File: src/rtl/pes_pkg.sv
package pes_pkg;
   typedef enum logic [2:0] {
      ST_IDLE  = 3'd0,
      ST_SKIP  = 3'd1,
      ST_ISSUE = 3'd2,
      ST_EXEC  = 3'd3,
      ST_WB    = 3'd4
   } pes_state_e;

   localparam int CRW = 3;
   localparam logic [CRW-1:0] CR_LT = 3'b100;
   localparam logic [CRW-1:0] CR_GT = 3'b010;
   localparam logic [CRW-1:0] CR_EQ = 3'b001;
endpackage

File: src/rtl/pes_step_unit.sv
// One element position with predicate-driven skipping.
module pes_step_unit #(
   parameter int MAXVL = 16,
   parameter int IW    = $clog2(MAXVL + 1)
) (
   input  logic             clk,
   input  logic             rst_n,
   input  logic             clr,
   input  logic             skip_en,
   input  logic             inc,
   input  logic [MAXVL-1:0] mask,
   input  logic             zero_en,
   input  logic [IW-1:0]    vl,
   output logic [IW-1:0]    idx,
   output logic             at_end,
   output logic             bit_set,
   output logic             want_skip
);
   localparam logic [MAXVL-1:0] ONE = MAXVL'(1);

   // position bit selected by shifting a one left by the position
   assign bit_set   = |(mask & (ONE << idx));
   assign at_end    = (idx == vl);
   assign want_skip = !zero_en && !bit_set && !at_end;

   always_ff @(posedge clk or negedge rst_n) begin
      if (!rst_n)
         idx <= '0;
      else if (clr)
         idx <= '0;
      else if ((skip_en && want_skip) || inc)
         idx <= idx + IW'(1);
   end
endmodule

File: src/rtl/pes_result_gate.sv
// Forces result and condition to the zero form when requested.
module pes_result_gate
   import pes_pkg::*;
#(
   parameter int DATAW = 32
) (
   input  logic             force_zero,
   input  logic [DATAW-1:0] d_in,
   input  logic [CRW-1:0]   cr_in,
   output logic [DATAW-1:0] d_out,
   output logic [CRW-1:0]   cr_out
);
   always_comb begin
      if (force_zero) begin
         d_out  = '0;
         cr_out = CR_EQ;
      end else begin
         d_out  = d_in;
         cr_out = cr_in;
      end
   end
endmodule

File: src/rtl/pred_elem_seq.sv
module pred_elem_seq
   import pes_pkg::*;
#(
   parameter int MAXVL = 16,
   parameter int DATAW = 32,
   parameter int IW    = $clog2(MAXVL + 1)
) (
   input  logic             clk,
   input  logic             rst_n,
   input  logic             start,
   input  logic [IW-1:0]    vec_len,
   input  logic [MAXVL-1:0] src_mask,
   input  logic [MAXVL-1:0] dst_mask,
   input  logic             src_zero,
   input  logic             dst_zero,
   input  logic             rec_cr,
   output logic             busy,
   output logic             iss_valid,
   output logic             rd_req,
   output logic             op_zero,
   output logic [IW-1:0]    rd_src_idx,
   output logic             res_ready,
   input  logic             res_valid,
   input  logic [DATAW-1:0] res_data,
   input  logic [CRW-1:0]   res_cr,
   output logic             wb_en,
   output logic [IW-1:0]    wb_idx,
   output logic [DATAW-1:0] wb_data,
   output logic             cr_en,
   output logic [CRW-1:0]   cr_val,
   output logic             done
);
   localparam int NSIDE = 2;

   if (MAXVL < 1) begin : g_bad_maxvl
      $error("pred_elem_seq: MAXVL must be at least 1");
   end
   if (DATAW < 1) begin : g_bad_dataw
      $error("pred_elem_seq: DATAW must be at least 1");
   end
   if (IW < $clog2(MAXVL + 1)) begin : g_bad_iw
      $error("pred_elem_seq: IW too narrow for MAXVL");
   end

   pes_state_e state, state_nx;

   // configuration captured at start
   logic [IW-1:0]    cfg_vl;
   logic [MAXVL-1:0] cfg_smask, cfg_dmask;
   logic             cfg_sz, cfg_dz, cfg_rc;

   logic launch;
   assign launch = (state == ST_IDLE) && start;

   always_ff @(posedge clk or negedge rst_n) begin
      if (!rst_n) begin
         cfg_vl    <= '0;
         cfg_smask <= '0;
         cfg_dmask <= '0;
         cfg_sz    <= 1'b0;
         cfg_dz    <= 1'b0;
         cfg_rc    <= 1'b0;
      end else if (launch) begin
         cfg_vl    <= vec_len;
         cfg_smask <= src_mask;
         cfg_dmask <= dst_mask;
         cfg_sz    <= src_zero;
         cfg_dz    <= dst_zero;
         cfg_rc    <= rec_cr;
      end
   end

   // per-side position units: index 0 is source, index 1 is destination
   logic [MAXVL-1:0] side_mask [NSIDE];
   logic             side_zero [NSIDE];
   logic [IW-1:0]    side_idx  [NSIDE];
   logic             side_end  [NSIDE];
   logic             side_bit  [NSIDE];
   logic             side_want [NSIDE];

   assign side_mask[0] = cfg_smask;
   assign side_mask[1] = cfg_dmask;
   assign side_zero[0] = cfg_sz;
   assign side_zero[1] = cfg_dz;

   logic finish, any_skip, skip_en, inc;
   assign finish   = side_end[0] || side_end[1];
   assign any_skip = side_want[0] || side_want[1];
   assign skip_en  = (state == ST_SKIP) && !finish;
   assign inc      = (state == ST_WB);

   for (genvar g = 0; g < NSIDE; g++) begin : g_side
      pes_step_unit #(
         .MAXVL (MAXVL),
         .IW    (IW)
      ) u_step (
         .clk       (clk),
         .rst_n     (rst_n),
         .clr       (launch),
         .skip_en   (skip_en),
         .inc       (inc),
         .mask      (side_mask[g]),
         .zero_en   (side_zero[g]),
         .vl        (cfg_vl),
         .idx       (side_idx[g]),
         .at_end    (side_end[g]),
         .bit_set   (side_bit[g]),
         .want_skip (side_want[g])
      );
   end

   logic [IW-1:0] s_idx, d_idx;
   assign s_idx = side_idx[0];
   assign d_idx = side_idx[1];

   // control FSM
   always_comb begin
      state_nx = state;
      unique case (state)
         ST_IDLE:  if (start && vec_len != '0) state_nx = ST_SKIP;
         ST_SKIP: begin
            if (finish)        state_nx = ST_IDLE;
            else if (!any_skip) state_nx = ST_ISSUE;
         end
         ST_ISSUE: state_nx = ST_EXEC;
         ST_EXEC:  if (res_valid) state_nx = ST_WB;
         ST_WB:    state_nx = ST_SKIP;
         default:  state_nx = ST_IDLE;
      endcase
   end

   logic done_q;
   always_ff @(posedge clk or negedge rst_n) begin
      if (!rst_n) begin
         state  <= ST_IDLE;
         done_q <= 1'b0;
      end else begin
         state  <= state_nx;
         done_q <= (launch && vec_len == '0) || ((state == ST_SKIP) && finish);
      end
   end

   // result path
   logic [DATAW-1:0] gated_d;
   logic [CRW-1:0]   gated_cr;
   logic             dst_force;
   assign dst_force = cfg_dz && !side_bit[1];

   pes_result_gate #(.DATAW(DATAW)) u_gate (
      .force_zero (dst_force),
      .d_in       (res_data),
      .cr_in      (res_cr),
      .d_out      (gated_d),
      .cr_out     (gated_cr)
   );

   logic [DATAW-1:0] wb_data_q;
   logic [CRW-1:0]   cr_q;
   logic [IW-1:0]    wb_idx_q;
   always_ff @(posedge clk or negedge rst_n) begin
      if (!rst_n) begin
         wb_data_q <= '0;
         cr_q      <= '0;
         wb_idx_q  <= '0;
      end else if ((state == ST_EXEC) && res_valid) begin
         wb_data_q <= gated_d;
         cr_q      <= gated_cr;
         wb_idx_q  <= d_idx;
      end
   end

   logic src_force;
   assign src_force = cfg_sz && !side_bit[0];

   assign busy       = (state != ST_IDLE);
   assign iss_valid  = (state == ST_ISSUE);
   assign op_zero    = iss_valid && src_force;
   assign rd_req     = iss_valid && !src_force;
   assign rd_src_idx = s_idx;
   assign res_ready  = (state == ST_EXEC);
   assign wb_en      = (state == ST_WB);
   assign cr_en      = wb_en && cfg_rc;
   assign wb_idx     = wb_idx_q;
   assign wb_data    = wb_data_q;
   assign cr_val     = cr_q;
   assign done       = done_q;
endmodule

File: config.mk
export PLATFORM = sky130hd
export DESIGN_NAME = pred_elem_seq
export DESIGN_NICKNAME = d
export VERILOG_FILES = /design/src/rtl/pes_pkg.sv /design/src/rtl/pes_step_unit.sv /design/src/rtl/pes_result_gate.sv /design/src/rtl/pred_elem_seq.sv
export SDC_FILE = /design/constraint.sdc
export NUM_CORES = 1
export LEC_CHECK = 0
export ABC_AREA = 1
export BUFFER_PORTS_ARGS = -buffer_cell sky130_fd_sc_hd__buf_4
export CAP_MARGIN = 20
export CORE_AREA = 3 3 101 103
export DETAILED_ROUTE_END_ITERATION = 7
export DIE_AREA = 0 0 104 106
export GPL_ROUTABILITY_DRIVEN = 0
export PLACE_DENSITY_LB_ADDON = 0.05
export SLEW_MARGIN = 40
export SYNTH_ARGS = -nofsm -noshare
export SYNTH_HDL_FRONTEND = slang
export SYNTH_SLANG_ARGS = --single-unit
File: constraint.sdc
create_clock -name clk -period 5.13 [get_ports clk]
set_input_delay 0.2565 -clock clk [delete_from_list [all_inputs] [get_ports clk]]
set_output_delay 0.2565 -clock clk [all_outputs]
set_load 0.02 [all_outputs]
==> summary.txt, run 1 <==
Outcome
  – Outcome: complete, no violations

Worst hold path
  – Type of the most critical hold path: in -> reg

Worst setup path
  – Data arrival, critical path: 2.23 ns
  – Critical-path maximum fanout: 8
  – Reg2reg path depth: 13
  – Critical-path cell list: ha_1 > ha_1 > nand2_1 > nand2_1 > nor2_1 > nand2_1 > nand2_1 > nand2_1 > nor2_1 > nand2_1 > nand2_1 > inv_1 > buf_4
  – Top cell family by delay on the critical path: simple AND/OR/NAND/NOR gates
  – CP Class: reg -> out
  – Max stage delay on crit path: 0.50 ns
  – Reg2reg end: g_side[0].u_step.idx[0]$_DFFE_PN0P_
  – Crit path buf inv count: 2
  – CP Depth: 13
  – Slowest-stage cell, CP: dfrtp_1
  – Worst Setup Start Kind: flip-flop
  – Reg2reg start: g_side[0].u_step.idx[0]$_DFFE_PN0P_
  – Most frequent CP cell: nand2_1
  – CP Capture Type: primary output
  – Launch point of the worst path: g_side[0].u_step.idx[0]$_DFFE_PN0P_
  – WP data required: 4.87 ns
  – Setup crit end: rd_req
  – Flop2flop setup slack: 3.02 ns

Power
  – PwrDens: 563 nW/µm²
  – Leakage: 3.04 nW
  – IR drop worst, VDD: 0.000291 V

Final layout
  – Total Nets Final: 702
  – Antenna fix cells: 0
  – Proportion of layout cells with a drive suffix above 1: 0.317
  – Most frequent cells in the layout: 145 x nand2_1, 133 x buf_4, 94 x dfrtp_1
  – Finished Layout Cells: 744
  – Area Growth Syn to Fin: 27.9%
  – Most common cell after layout, fill and taps aside: nand2_1

Timing
  – Max Fclk: 402 MHz
  – Final worst slack: 2.64 ns
  – Clock skew after layout: 0.0134 ns
  – Final slew viol count: 0
  – Headroom to the max-slew limit: 0.588
  – Final period utilization: 0.485
  – Fin crit period: 2.49 ns
  – RSZ-0062 raised after global routing: no
  – Fin. Hold Viols: 0
  – Hold slack: 0.117 ns
  – Final setup TNS: 0 ns
  – Final setup fails: 0
  – Worst Tran Pin Value: 0.618 ns

Global route
  – Vias in the first global route: 3686
  – Total gr overflow: 0
  – Initial antenna violation count: 0
  – Largest net degree at the start of global routing: 51
  – Overall Global Routing Usage: 0.195
  – First-pass GRT wire length: 17.7 mm

Floorplan
  – Die Ht: 106 µm
  – Rows: 35
  – Die ar.: 11000 µm²
  – Core ar.: 9280 µm²
  – Die Wd: 104 µm
  – # IOs: 132
  – Starting Density: 0.481

Clock tree
  – Post-CTS setup buffers: 0
  – Clk Latency, worst-skew pair: 0.35 ns
  – # hold bufs at CTS: 1
  – Root buf cell: clkbuf_8
  – H-tree levels: 3
  – Clock sink total: 94
  – Resize count post-CTS: 0
  – CTS buffer count: 9
  – Clock buffer depth: 2
  – Clk pin slew, worst setup/hold paths: 0.10 ns
  – CTS tree: done

Detailed routing
  – WL per Instance: 13.9 µm
  – DRT antenna net count: 0
  – Drt via density: 5.03
  – DR iter-0 viols: 193
  – # DRC: 0
  – Routed via count: 3744
  – TritonRoute pass-1 iters: 4
  – Final wirelength: 10.3 mm

Placed design
  – Port Buf Inserts: 131
  – Dpl ws: 2.90 ns
  – Post-DP HPWL: 7.39 mm
  – Placed Instances: 728

Synthesis
  – Syn_area_per_cell: 9.19 µm²
  – Synth Cell Area: 4470 µm²
  – Synth Net Count: 577
  – Syn. warnings: 0
  – Synth cell types: 27
  – Post-Syn Instances: 486
  – Synth Register Bits: 94
  – Sequential area share after synthesis: 0.527

Job
  – Max Cap Viol: 0
-- cells by family after synthesis --
family,after synthesis,share of synthesized area
buffers and inverters,50,0.0518
flip-flops,94,0.527
adder cells (fa/ha/maj),12,0.0336
AND/OR/NAND/NOR,271,0.264
multiplexers,34,0.0857
XOR/XNOR,7,0.0137
AO/OA/AOI/OAI,18,0.0238
-- synth_stat cells --
cell type | n | area, µm²
a21oi_1 | 7 | 35.0
a22o_1 | 1 | 8.76
a2bb2oi_2 | 1 | 15.0
and3_1 | 1 | 6.26
buf_2 | 9 | 45.0
buf_4 | 2 | 15.0
buf_6 | 3 | 33.8
clkbuf_1 | 6 | 22.5
dfrtp_1 | 94 | 2350
ha_1 | 12 | 150
inv_1 | 27 | 101
inv_2 | 2 | 7.51
inv_4 | 1 | 6.26
mux2_2 | 34 | 383
nand2_1 | 145 | 544
nand2_2 | 5 | 31.3
nand2_4 | 1 | 11.3
nand3_1 | 73 | 365
nand4_1 | 13 | 81.3
nor2_1 | 28 | 105
nor2_4 | 1 | 11.3
nor3_1 | 3 | 15.0
nor3_2 | 1 | 10.0
o21a_1 | 1 | 7.51
o21ai_0 | 8 | 40.0
xnor2_1 | 3 | 26.3
xor2_1 | 4 | 35.0
-- worst min-delay path, cell delays in order --
cell and delay (ns):
buf_4 0.08, nand3_1 0.06, nand2_1 0.05
-- per-stage QoR --
step	instance area, µm²	total power [W]	util
finish	5710	0.00321	0.615
global route	5710	0.00348	0.615
CTS	5710	0.00325	0.615
detailed placement	5510	0.00278	0.594
global placement	5510	0.00274	0.594
floorplan	4470	0.00227	-
-- final cells by class --
| type | instances | area (µm²) |
|---|---|---|
| clock inverter | 4 | 31.3 |
| tap | 129 | 161 |
| inverter | 30 | 115 |
| clock buffer | 11 | 151 |
| multi-input combinational | 342 | 1890 |
| timing repair buffer | 134 | 1010 |
| sequential | 94 | 2350 |
| fill | 850 | 3570 |
-- routing by layer --
| layer | global-route usage | vias up | part of all wire | wire, µm |
|---|---|---|---|---|
| met3 | 0.0395 | 10 | 0.052 | 539 |
| met2 | 0.321 | 96 | 0.49 | 5000 |
| met4 | 0.0551 | 0 | 0.011 | 109 |
| li1 | - | 1841 | - | - |
| met5 | 0 | - | 0 | 0 |
| met1 | 0.263 | 1797 | 0.45 | 4660 |
-- where the power goes --
| part | internal (W) | switching (W) | total, W |
|---|---|---|---|
| registers | 0.00107 | 0.000230 | 0.00130 |
| clock network | 0.000202 | 0.000260 | 0.000462 |
| logic | 0.000626 | 0.000823 | 0.00145 |
-- how the worst min path moves through the flow --
| stage | from | end | slack [ns] | cells past startpoint |
|---|---|---|---|---|
| 2_1_floorplan | rst_n | cfg_dmask[0]$_DFFE_PN0P_ | -0.04 | 0 |
| 3_3_place_gp | rst_n | cfg_dmask[10]$_DFFE_PN0P_ | 0.29 | 1 |
| 3_5_place_dp | rst_n | cfg_dmask[10]$_DFFE_PN0P_ | 0.30 | 1 |
| 4_1_cts | res_data[26] | wb_data[26]$_DFFE_PN0P_ | 0.1 | 3 |
| 5_1_grt | res_data[30] | wb_data[30]$_DFFE_PN0P_ | 0.1 | 3 |
| 6_report | res_data[30] | wb_data[30]$_DFFE_PN0P_ | 0.12 | 3 |
-- state kept, by name, indices dropped and copies added, names as in the netlist --
register	flops
g_side.u_step.idx	10
cfg_vl	5
cfg_dz	1
wb_idx	5
wb_data	32
state	3
cfg_rc	1
done	1
cfg_sz	1
cfg_smask	16
cfg_dmask	16
cr_val	3
Power figures use the tool's default switching activity.
==> run 2: changes to the inputs <==
- CORE_AREA: 3 3 101 103 -> 3 3 102 104
- DIE_AREA: 0 0 104 106 -> 0 0 105 107
- clock period: 5.13 -> 2.24 ns (I/O delays scaled with it)
==> run 2 against run 1 <==
Final cell count up 12%. Worst hold slack worse by 0.11 ns. Routed wire length up 15%. Critical path type unchanged. Largest cell class unchanged.
==> summary.txt, run 2 (synthesis gave the netlist of run 1 again) <==
Outcome
  – Outcome: complete, no violations (unchanged)

Clock tree
  – Clock buffer depth: 2 (unchanged)
  – Clk pin slew, worst setup/hold paths: 0.10 ns (about the same)
  – CTS tree: done (unchanged)
  – H-tree levels: 3 (unchanged)
  – Root buf cell: clkbuf_8 (unchanged)
  – Clk Latency, worst-skew pair: 0.36 ns (was 0.35 ns)
  – Clock sink total: 94 (unchanged)
  – CTS buffer count: 9 (unchanged)

Timing
  – Final setup fails: 0 (unchanged)
  – Final setup TNS: 0 ns (unchanged)
  – Hold slack: 0.00584 ns (was 0.117 ns)
  – Fin. Hold Viols: 0 (unchanged)
  – Max Fclk: 462 MHz
  – Fin crit period: 2.16 ns
  – Final slew viol count: 0 (unchanged)
  – Final period utilization: 0.965
  – RSZ-0062 raised after global routing: yes (was no)
  – Clock skew after layout: 0.0118 ns (was 0.0134 ns)
  – Headroom to the max-slew limit: 0.597 (was 0.588)
  – Worst Tran Pin Value: 0.604 ns (was 0.618 ns)

Detailed routing
  – Final wirelength: 11.9 mm (was 10.3 mm)
  – # DRC: 0 (unchanged)
  – DR iter-0 viols: 224 (was 193)
  – Drt via density: 4.93 (was 5.03)
  – WL per Instance: 14.3 µm (was 13.9 µm)
  – DRT antenna net count: 0 (unchanged)
  – Routed via count: 4096 (was 3744)
  – TritonRoute pass-1 iters: 4 (unchanged)

Floorplan
  – Core ar.: 9640 µm² (was 9280 µm²)
  – Die ar.: 11200 µm² (was 11000 µm²)
  – # IOs: 132 (unchanged)
  – Die Ht: 107 µm (was 106 µm)
  – Die Wd: 105 µm (was 104 µm)
  – Rows: 36 (was 35)
  – Starting Density: 0.463 (was 0.481)

Worst setup path
  – Reg2reg path depth: 13 (unchanged)
  – Worst Setup Start Kind: flip-flop (unchanged)
  – CP Capture Type: primary output (unchanged)
  – Setup crit end: op_zero (was rd_req)
  – Reg2reg end: wb_data[0]$_DFFE_PN0P_ (was g_side[0].u_step.idx[0]$_DFFE_PN0P_)
  – CP Class: reg -> out (unchanged)
  – Data arrival, critical path: 2.05 ns (was 2.23 ns)
  – Flop2flop setup slack: 0.22 ns (was 3.02 ns)
  – Launch point of the worst path: g_side[0].u_step.idx[0]$_DFFE_PN0P_ (unchanged)
  – WP data required: 2.13 ns (was 4.87 ns)
  – Slowest-stage cell, CP: dfrtp_2 (was dfrtp_1)
  – Max stage delay on crit path: 0.47 ns (was 0.50 ns)
  – Critical-path maximum fanout: 5 (was 8)
  – Critical-path cell list: buf_6 > ha_4 > nand3_1 > nand2_1 > nor2_2 > nand2_1 > nand2_1 > nand2_1 > nor2_2 > nand2_1 > nor2_1 > buf_4 (was ha_1 > ha_1 > nand2_1 > nand2_1 > nor2_1 > nand2_1 > nand2_1 > nand2_1 > nor2_1 > nand2_1 > nand2_1 > inv_1 > buf_4)
  – Most frequent CP cell: nand2_1 (unchanged)
  – Reg2reg start: g_side[1].u_step.idx[0]$_DFFE_PN0P_ (was g_side[0].u_step.idx[0]$_DFFE_PN0P_)

Global route
  – Overall Global Routing Usage: 0.211 (was 0.195)
  – Initial antenna violation count: 0 (unchanged)
  – Largest net degree at the start of global routing: 95 (was 51)
  – Vias in the first global route: 4055 (was 3686)
  – Total gr overflow: 0 (unchanged)
  – First-pass GRT wire length: 19.4 mm (was 17.7 mm)

Final layout
  – Fill cells: 823 (was 850)
  – Final instance area: 6620 µm² (was 5710 µm²)
  – Max reg flops: 32 (unchanged)
  – Most common cell after layout, fill and taps aside: nand2_1 (unchanged)
  – Proportion of layout cells with a drive suffix above 1: 0.319 (was 0.317)
  – Most frequent cells in the layout: 145 x nand2_1, 141 x buf_4, 90 x dfrtp_1 (was 145 x nand2_1, 133 x buf_4, 94 x dfrtp_1)
  – Total Nets Final: 783 (was 702)
  – Area Growth Syn to Fin: 48.2% (was 27.9%)
  – Final core occ: 0.687 (was 0.615)
  – Antenna fix cells: 0 (unchanged)

Worst hold path
  – Hold Path Depth: 4 (was 3)
  – Type of the most critical hold path: in -> reg (unchanged)

Power
  – P_sw: 0.00326 W (was 0.00131 W)
  – Cell Int Power: 0.00482 W (was 0.00190 W)
  – Clock share of power: 0.157 (was 0.144)
  – Switching part of the total: 0.404 (was 0.409)
  – Comb pwr share: 0.471 (was 0.451)
  – Reg power frac: 0.372 (was 0.405)
  – Leakage: 3.41 nW (was 3.04 nW)
  – PwrDens: 1220 nW/µm² (was 563 nW/µm²)
  – Total power: 0.00808 W (was 0.00321 W)
  – IR drop worst, VDD: 0.000591 V (was 0.000291 V)

Placed design
  – Placement Cell Area: 5560 µm² (was 5510 µm²)
  – Port Buf Inserts: 131 (unchanged)
  – Post-DP HPWL: 7.51 mm (was 7.39 mm)

Job
  – Max Cap Viol: 0 (unchanged)
-- run 2: cell count changes in the layout (fill, tap and decap cells not counted), moves of 3 or more --
| cell | delta |
|---|---|
| dfrtp_2 | +4 |
| buf_4 | +8 |
| dlygate4sd3_1 | +68 |
| dfrtp_1 | -4 |
| ha_1 | -5 |
| buf_6 | +3 |
| clkinvlp_4 | -3 |
| ha_2 | +3 |
-- run 2: final cells by class --
cell class	instances	area, µm²	area share
well taps	133	166	0.0251
repair buffers	214	1800	0.272
clock inverters	7	96.3	0.0146
flip-flops and latches	94	2360	0.356
multi-input cells	343	1960	0.296
clock buffers	9	124	0.0187
inverters	30	115	0.0174
-- run 2: metrics by stage --
step,cells,worst slack (ns)
2_1_floorplan,486,0.349
3_3_place_gp,736,0.247
3_5_place_dp,736,0.181
4_1_cts,821,0.0160
5_1_grt,830,-0.0730
6_report,830,0.0775
-- run 2: timing repair --
action                     in CTS  in global routing
hold buffers                   69                  0
hold endpoints to repair      162                  0
setup buffers                   0                  8
setup endpoints to repair       2                 37
gates resized for setup         1                 20
pin swaps                       0                 12
gates cloned                    0                  1
-- run 2: power by group through the flow --
stage / registers (W) / logic, W / clock network, W
5_1_grt: 0.00311 / 0.00419 / 0.00137
3_3_place_gp: 0.00298 / 0.00335 / 0
2_1_floorplan: 0.00330 / 0.00190 / 0
6_report: 0.00301 / 0.00380 / 0.00127
3_5_place_dp: 0.00301 / 0.00342 / 0
4_1_cts: 0.00298 / 0.00353 / 0.00130
-- run 2: worst max-delay path, delay by kind of cell (launching register included) --
kind	cells	cell delay, ns
AND/OR/NAND/NOR	9	0.77
flip-flops	1	0.47
buffers and inverters	2	0.30
adder cells (fa/ha/maj)	1	0.16
-- run 2: worst min-delay path by stage --
stage / from / end / slack [ns]
after floorplan: rst_n / cfg_dmask[0]$_DFFE_PN0P_ / -0.18
after CTS: res_valid / state[1]$_DFFE_PN0P_ / 0.003
final: res_valid / state[1]$_DFFE_PN0P_ / 0.006
after detailed placement: rst_n / cfg_dmask[9]$_DFFE_PN0P_ / 0.21
after global placement: rst_n / cfg_dmask[5]$_DFFE_PN0P_ / 0.21
after global routing: vec_len[3] / cfg_vl[3]$_DFFE_PN0P_ / 0.02
-- run 2: per-layer routing --
metal	vias to the layer above	GRT usage	wire [µm]
met2	115	0.356	5900
met4	0	0.0694	198
met5	-	0	0
met3	18	0.0349	508
li1	2009	-	-
met1	1954	0.279	5280
